$ cat src/rtl/e1tx_pkg.sv
package e1tx_pkg;
  localparam int E1_SLOTS     = 32;
  localparam int E1_SLOT_BITS = 8;
  localparam int E1_SA_FIRST  = 4;
  localparam int E1_SA_NUM    = 5;

  typedef struct packed {
    logic chclk;
    logic chblk;
    logic dmd;
  } e1tx_strobe_t;
endpackage

$ cat src/rtl/e1tx_pos_ctr.sv
module e1tx_pos_ctr #(
  parameter int SLOTS     = e1tx_pkg::E1_SLOTS,
  parameter int SLOT_BITS = e1tx_pkg::E1_SLOT_BITS,
  localparam int POS_W    = $clog2(SLOTS * SLOT_BITS)
) (
  input  logic             clk,
  input  logic             rst_n,
  input  logic             fsync_i,
  output logic [POS_W-1:0] nxt_pos_o,
  output logic             nxt_odd_o,
  output logic             frame_start_o
);
  localparam logic [POS_W-1:0] LAST_POS = POS_W'(SLOTS * SLOT_BITS - 1);

  logic [POS_W-1:0] pos_q;
  logic             odd_q;
  logic             run_q;

  // Look-ahead: which bit time the next edge enters.
  always_comb begin
    if (!run_q) begin
      nxt_pos_o     = '0;
      nxt_odd_o     = 1'b0;
      frame_start_o = 1'b1;
    end else if (fsync_i || pos_q == LAST_POS) begin
      nxt_pos_o     = '0;
      nxt_odd_o     = ~odd_q;
      frame_start_o = 1'b1;
    end else begin
      nxt_pos_o     = pos_q + POS_W'(1);
      nxt_odd_o     = odd_q;
      frame_start_o = 1'b0;
    end
  end

  always_ff @(posedge clk or negedge rst_n) begin
    if (!rst_n) begin
      pos_q <= '0;
      odd_q <= 1'b0;
      run_q <= 1'b0;
    end else begin
      pos_q <= nxt_pos_o;
      odd_q <= nxt_odd_o;
      run_q <= 1'b1;
    end
  end
endmodule

$ cat src/rtl/e1tx_frame_reg.sv
module e1tx_frame_reg #(
  parameter int W = 32
) (
  input  logic         clk,
  input  logic         rst_n,
  input  logic         we_i,
  input  logic [W-1:0] wdata_i,
  input  logic         frame_start_i,
  output logic [W-1:0] act_nxt_o
);
  logic [W-1:0] pend_q;
  logic [W-1:0] act_q;

  // Value in force for the bit time the next edge enters.
  always_comb act_nxt_o = frame_start_i ? pend_q : act_q;

  always_ff @(posedge clk or negedge rst_n) begin
    if (!rst_n) begin
      pend_q <= '0;
      act_q  <= '0;
    end else begin
      act_q <= act_nxt_o;
      if (we_i) pend_q <= wdata_i;
    end
  end
endmodule

$ cat src/rtl/e1tx_strobe_gen.sv
module e1tx_strobe_gen #(
  parameter int SLOTS     = e1tx_pkg::E1_SLOTS,
  parameter int SLOT_BITS = e1tx_pkg::E1_SLOT_BITS,
  parameter int SA_FIRST  = e1tx_pkg::E1_SA_FIRST,
  parameter int SA_NUM    = e1tx_pkg::E1_SA_NUM,
  localparam int BIT_W    = $clog2(SLOT_BITS),
  localparam int SLOT_W   = $clog2(SLOTS),
  localparam int POS_W    = BIT_W + SLOT_W
) (
  input  logic              clk,
  input  logic              rst_n,
  input  logic [POS_W-1:0]  nxt_pos_i,
  input  logic              nxt_odd_i,
  input  logic [SLOTS-1:0]  mask_nxt_i,
  input  logic [SA_NUM-1:0] saen_nxt_i,
  output e1tx_pkg::e1tx_strobe_t strobe_o
);
  localparam logic [BIT_W-1:0] LSB_IDX = BIT_W'(SLOT_BITS - 1);

  logic [SLOT_W-1:0] slot;
  logic [BIT_W-1:0]  bitx;
  logic [SA_NUM-1:0] sa_hit;
  e1tx_pkg::e1tx_strobe_t strobe_d;

  assign slot = nxt_pos_i[POS_W-1:BIT_W];
  assign bitx = nxt_pos_i[BIT_W-1:0];

  // One demand slot per Sa bit, one bit time ahead of it.
  for (genvar i = 0; i < SA_NUM; i++) begin : g_sa
    localparam logic [BIT_W-1:0] DMD_IDX = BIT_W'(SA_FIRST - 2 + i);
    assign sa_hit[i] = saen_nxt_i[i] && nxt_odd_i &&
                       (slot == '0) && (bitx == DMD_IDX);
  end

  always_comb begin
    strobe_d.chclk = (bitx == LSB_IDX);
    strobe_d.chblk = mask_nxt_i[slot];
    strobe_d.dmd   = |sa_hit;
  end

  always_ff @(posedge clk or negedge rst_n) begin
    if (!rst_n) strobe_o <= '0;
    else        strobe_o <= strobe_d;
  end
endmodule

$ cat src/rtl/e1tx_chan_timer.sv
module e1tx_chan_timer #(
  parameter int SLOTS     = e1tx_pkg::E1_SLOTS,
  parameter int SLOT_BITS = e1tx_pkg::E1_SLOT_BITS,
  parameter int SA_FIRST  = e1tx_pkg::E1_SA_FIRST,
  parameter int SA_NUM    = e1tx_pkg::E1_SA_NUM
) (
  input  logic              clk,
  input  logic              rst_n,
  input  logic              fsync_i,
  input  logic              ser_i,
  input  logic              mask_we_i,
  input  logic [SLOTS-1:0]  mask_wdata_i,
  input  logic              saen_we_i,
  input  logic [SA_NUM-1:0] saen_wdata_i,
  output logic              chclk_o,
  output logic              chblk_o,
  output logic              sa_dmd_o,
  output logic              ser_o
);
  localparam int POS_W = $clog2(SLOTS * SLOT_BITS);

  logic [POS_W-1:0]  nxt_pos;
  logic              nxt_odd;
  logic              frame_start;
  logic [SLOTS-1:0]  mask_nxt;
  logic [SA_NUM-1:0] saen_nxt;
  logic              ser_q;
  e1tx_pkg::e1tx_strobe_t strobe;

  e1tx_pos_ctr #(.SLOTS(SLOTS), .SLOT_BITS(SLOT_BITS)) u_pos (
    .clk(clk), .rst_n(rst_n), .fsync_i(fsync_i),
    .nxt_pos_o(nxt_pos), .nxt_odd_o(nxt_odd), .frame_start_o(frame_start)
  );

  e1tx_frame_reg #(.W(SLOTS)) u_mask (
    .clk(clk), .rst_n(rst_n), .we_i(mask_we_i), .wdata_i(mask_wdata_i),
    .frame_start_i(frame_start), .act_nxt_o(mask_nxt)
  );

  e1tx_frame_reg #(.W(SA_NUM)) u_saen (
    .clk(clk), .rst_n(rst_n), .we_i(saen_we_i), .wdata_i(saen_wdata_i),
    .frame_start_i(frame_start), .act_nxt_o(saen_nxt)
  );

  e1tx_strobe_gen #(
    .SLOTS(SLOTS), .SLOT_BITS(SLOT_BITS), .SA_FIRST(SA_FIRST), .SA_NUM(SA_NUM)
  ) u_strb (
    .clk(clk), .rst_n(rst_n), .nxt_pos_i(nxt_pos), .nxt_odd_i(nxt_odd),
    .mask_nxt_i(mask_nxt), .saen_nxt_i(saen_nxt), .strobe_o(strobe)
  );

  // Serial data is taken on the falling edge, mid bit.
  always_ff @(negedge clk or negedge rst_n) begin
    if (!rst_n) ser_q <= 1'b0;
    else        ser_q <= ser_i;
  end

  assign chclk_o  = strobe.chclk;
  assign chblk_o  = strobe.chblk;
  assign sa_dmd_o = strobe.dmd;
  assign ser_o    = ser_q;
endmodule

$ cat config.mk
export PLATFORM = sky130hd
export DESIGN_NAME = e1tx_chan_timer
export DESIGN_NICKNAME = d
export VERILOG_FILES = /design/src/rtl/e1tx_pkg.sv /design/src/rtl/e1tx_pos_ctr.sv /design/src/rtl/e1tx_frame_reg.sv /design/src/rtl/e1tx_strobe_gen.sv /design/src/rtl/e1tx_chan_timer.sv
export SDC_FILE = /design/constraint.sdc
export NUM_CORES = 1
export LEC_CHECK = 0
export ABC_CLOCK_PERIOD_IN_PS = 6900
export BUFFER_PORTS_ARGS = -buffer_cell sky130_fd_sc_hd__buf_2
export CAP_MARGIN = 0
export CORE_MARGIN = 5
export CORE_UTILIZATION = 28
export DETAILED_ROUTE_END_ITERATION = 7
export PLACE_DENSITY = 0.49
export SLEW_MARGIN = 20
export SYNTH_ARGS = -nofsm -noshare
export SYNTH_HDL_FRONTEND = slang
export SYNTH_SLANG_ARGS = --single-unit
$ cat constraint.sdc
create_clock -name clk -period 6.9 [get_ports clk]
set_clock_uncertainty 0.05 [all_clocks]
set_input_delay 1.38 -clock clk [delete_from_list [all_inputs] [get_ports clk]]
set_output_delay 1.38 -clock clk [all_outputs]
set_load 0.03 [all_outputs]
==> flow_summary.json <==
{
  "outcome": "complete, no violations",
  "final-instance-count-excl-fill": 578,
  "worst_hold_startpoint": "u_mask.act_q[13]$_DFF_PN0_",
  "grt_overflow_total": 0,
  "ys_top_cells_by_area": "dfrtp_1 (57%), mux2_2 (11%), nand2_1 (11%)",
  "diodes": 0,
  "dominantRegCellSynth": "dfrtp_1",
  "synth.top_cells.by_count": "nand2_1 (111), dfrtp_1 (87), mux2_2 (38), mux2i_1 (13), nor2_1 (13)",
  "number_of_slew_limit_violations_in_the_final_report": 0,
  "num_rows": 42,
  "cp_slowest_cell": "dfrtn_1",
  "crit_type": "register to output port",
  "min_delay_worst_endpoint": "u_mask.act_q[13]$_DFF_PN0_",
  "synth_area_per_cell_um2": 10.77,
  "r2r_start": "u_pos.pos_q[0]$_DFF_PN0_",
  "routabilityCongestion": 0.7793,
  "buffer_ports.inserted": 46,
  "cts_hold_repair_buffers": 0,
  "tritoncts": "done",
  "peakVddDrop_mv": 0.08960,
  "critical_path.max_fanout": 1,
  "ff2ff_setup_slack_ps": 3900,
  "edff_count_synth": 0,
  "dpl.hpwl_mm": 5.382,
  "cp-start-kind": "register",
  "worst-endpoint-arrival_ps": 4350,
  "floorplan.initialDensity": 0.2877,
  "grt_setup_unrepaired": "false",
  "setup-tns-final_ps": 0,
  "netlist.top_cell.by_area": "dfrtp_1",
  "syn-num-nets": 399,
  "drt-initial-drc-count": 71,
  "synth.cell_area_um2": 3825,
  "grt_antenna_before_repair": 0,
  "post_cts_resized": 0,
  "timing.reg2reg.worst_path_depth": 8,
  "async_reset_ff_frac": 1.000,
  "holdCritPathClass": "register to register",
  "finish.net_count": 441,
  "drt_pass1_iterations": 4,
  "crit_path_max_incr_delay_ps": 370,
  "vias_in_the_first_global_route": 2776,
  "worst_hold_path.num_cells": 2,
  "drc_errors": 0,
  "cts_setup_buffers": 0,
  "number_of_nets_with_antenna_violations_after_detailed_routing": 0,
  "clock_tree.htree_level_count": 3,
  "yosysSeqAreaShare": 0.5757,
  "cts_made_buffers": 9,
  "detailroute.via_count": 2589,
  "critPathBufInv": 1,
  "timing.critical_path.cells": "buf_2",
  "clk_pin_slew_ps": 60,
  "detail_route.vias_per_cell": 4.479,
  "synth-seq-cells": 88,
  "routed_wire_length_per_instance_um": 13.31,
  "areaGrowthSynthToFinish_pct": 19.50,
  "pre_cts_slack_ps": 1469,
  "layout.core_utilization": 0.3438,
  "cts-root-to-sink-buffers": 2,
  "drt-total-wl_mm": 7.692,
  "path_delay_family": "flip-flops",
  "cellLeakagePower_uw": 0.002178,
  "placeableCoreArea_um2": 13300,
  "grt_first_pass_wirelength_mm": 13.30,
  "die_height_um": 126.9,
  "timing.max_cap.violations": 0,
  "die-width_um": 126.9,
  "tightestPinTransition_ps": 782.6,
  "yosysMostFrequentCell": "nand2_1",
  "worst_skew_pair_latency_ps": 330,
  "numPlacedInstances": 562,
  "setup.worst_path.end_class": "output port",
  "finalWorstSetupSlack_ps": 1124,
  "cellPowerDensity_nw_per_um2": 275.6,
  "layout-drive-gt1-share": 0.2761,
  "critical_path_required_ps": 5470,
  "number_of_clock_sinks_seen_by_cts": 88,
  "final-hold-violation-count": 0,
  "post_synth_num_cell_types": 50,
  "cts.root.buffer_cell": "clkbuf_16",
  "die_area_um2": 16100,
  "timing.rr.end": "u_strb.strobe_o[1]$_DFF_PN0_",
  "groute.usage.overall": 0.1020,
  "synth.yosys.warnings": 0,
  "timing.max_slew.rel_slack": 0.4783,
  "synth.top_cell.area_share": 0.5692,
  "setup_viol": 0,
  "boundary_pins": 47,
  "netlist_instances": 355,
  "grt_start_max_net_pins": 48
}
==> placed cells by master, fill, tap and decap left out, types with 2 or more instances in the layout <==
cell type and instances:
nand4_1 2, nor2_1 13, nor3_1 4, nor2b_1 2, or3_1 2, mux2i_1 13, and3_1 2, inv_1 2
a2111oi_0 2, o21ai_0 6, o2111ai_1 2, mux2_2 38, buf_2 45, dfrtp_1 87, buf_4 5, nand2b_1 3
xor2_1 2, bufinv_16 3, nand2_1 111, and2_1 2, xnor2_1 3, nand3_1 8, and4_1 2, a21oi_1 4
clkinv_4 2, clkbuf_16 9, a21oi_2 2
==> how the worst max path moves through the flow <==
| stage | slack, ps | end | from | cells past startpoint |
|---|---|---|---|---|
| after global placement | 1470 | ser_o | ser_o$_DFF_NN0_ | 1 |
| after floorplan | 1490 | ser_o | ser_o$_DFF_NN0_ | 0 |
| after CTS | 1100 | ser_o | ser_o$_DFF_NN0_ | 1 |
| after detailed placement | 1470 | ser_o | ser_o$_DFF_NN0_ | 1 |
| after global routing | 1070 | ser_o | ser_o$_DFF_NN0_ | 1 |
| final | 1120 | ser_o | ser_o$_DFF_NN0_ | 1 |
==> power by group <==
part	total, uW	switching, uW	leakage (uW)	internal (uW)
Combinational	109	57.0	0.000951	52.4
Clock	556	202	0.000166	354
Sequential	595	27.6	0.00106	567
==> per-layer routing <==
metal  track usage  wire length, um  up-vias
met1        0.1359             3800     1255
met5             0                0        -
met4       0.04227              155        0
li1              -                -     1286
met3       0.02564              221       12
met2        0.1585             3515       36
==> through the flow <==
stage	total power [uW]	instance area [um^2]	hold slack, ps
2_1_floorplan	670.9	3825	380.0
3_3_place_gp	713.9	4225	394.2
3_5_place_dp	717.9	4225	402.6
4_1_cts	1281	4571	417.7
5_1_grt	1321	4571	437.8
6_report	1260	4571	409.2
==> cell families (layout without fill, tap and decap cells) <==
group	Yosys count	after routing	share of synthesized area
AOI/OAI and AO/OA	31	31	0.06445
xor gates and xnor gates	5	5	0.01145
adders and majority gates	1	1	0.003271
buffers and inverters	22	69	0.02453
DFF	88	88	0.5757
muxes	51	51	0.1459
other	1	1	0.0009804
and+or+nand+nor	156	156	0.1737
==> sequential cells by signal, indices dropped and copies added, names as in the netlist <==
name / flops
u_pos.run_q: 1
u_mask.pend_q: 32
u_pos.odd_q: 1
u_saen.act_q: 5
u_saen.pend_q: 5
ser_o: 1
u_strb.strobe_o: 3
u_mask.act_q: 32
u_pos.pos_q: 8
==> final cells by class <==
| class | instances | area (um^2) |
|---|---|---|
| clock buffer | 9 | 225.2 |
| inverter | 3 | 11.26 |
| clock inverter | 7 | 120.1 |
| sequential | 88 | 2202 |
| multi-input combinational | 245 | 1529 |
| timing repair buffer | 50 | 262.8 |
| tap | 176 | 220.2 |
| fill | 1334 | 8725 |
No activity file was read; power rests on OpenSTA's default activity.
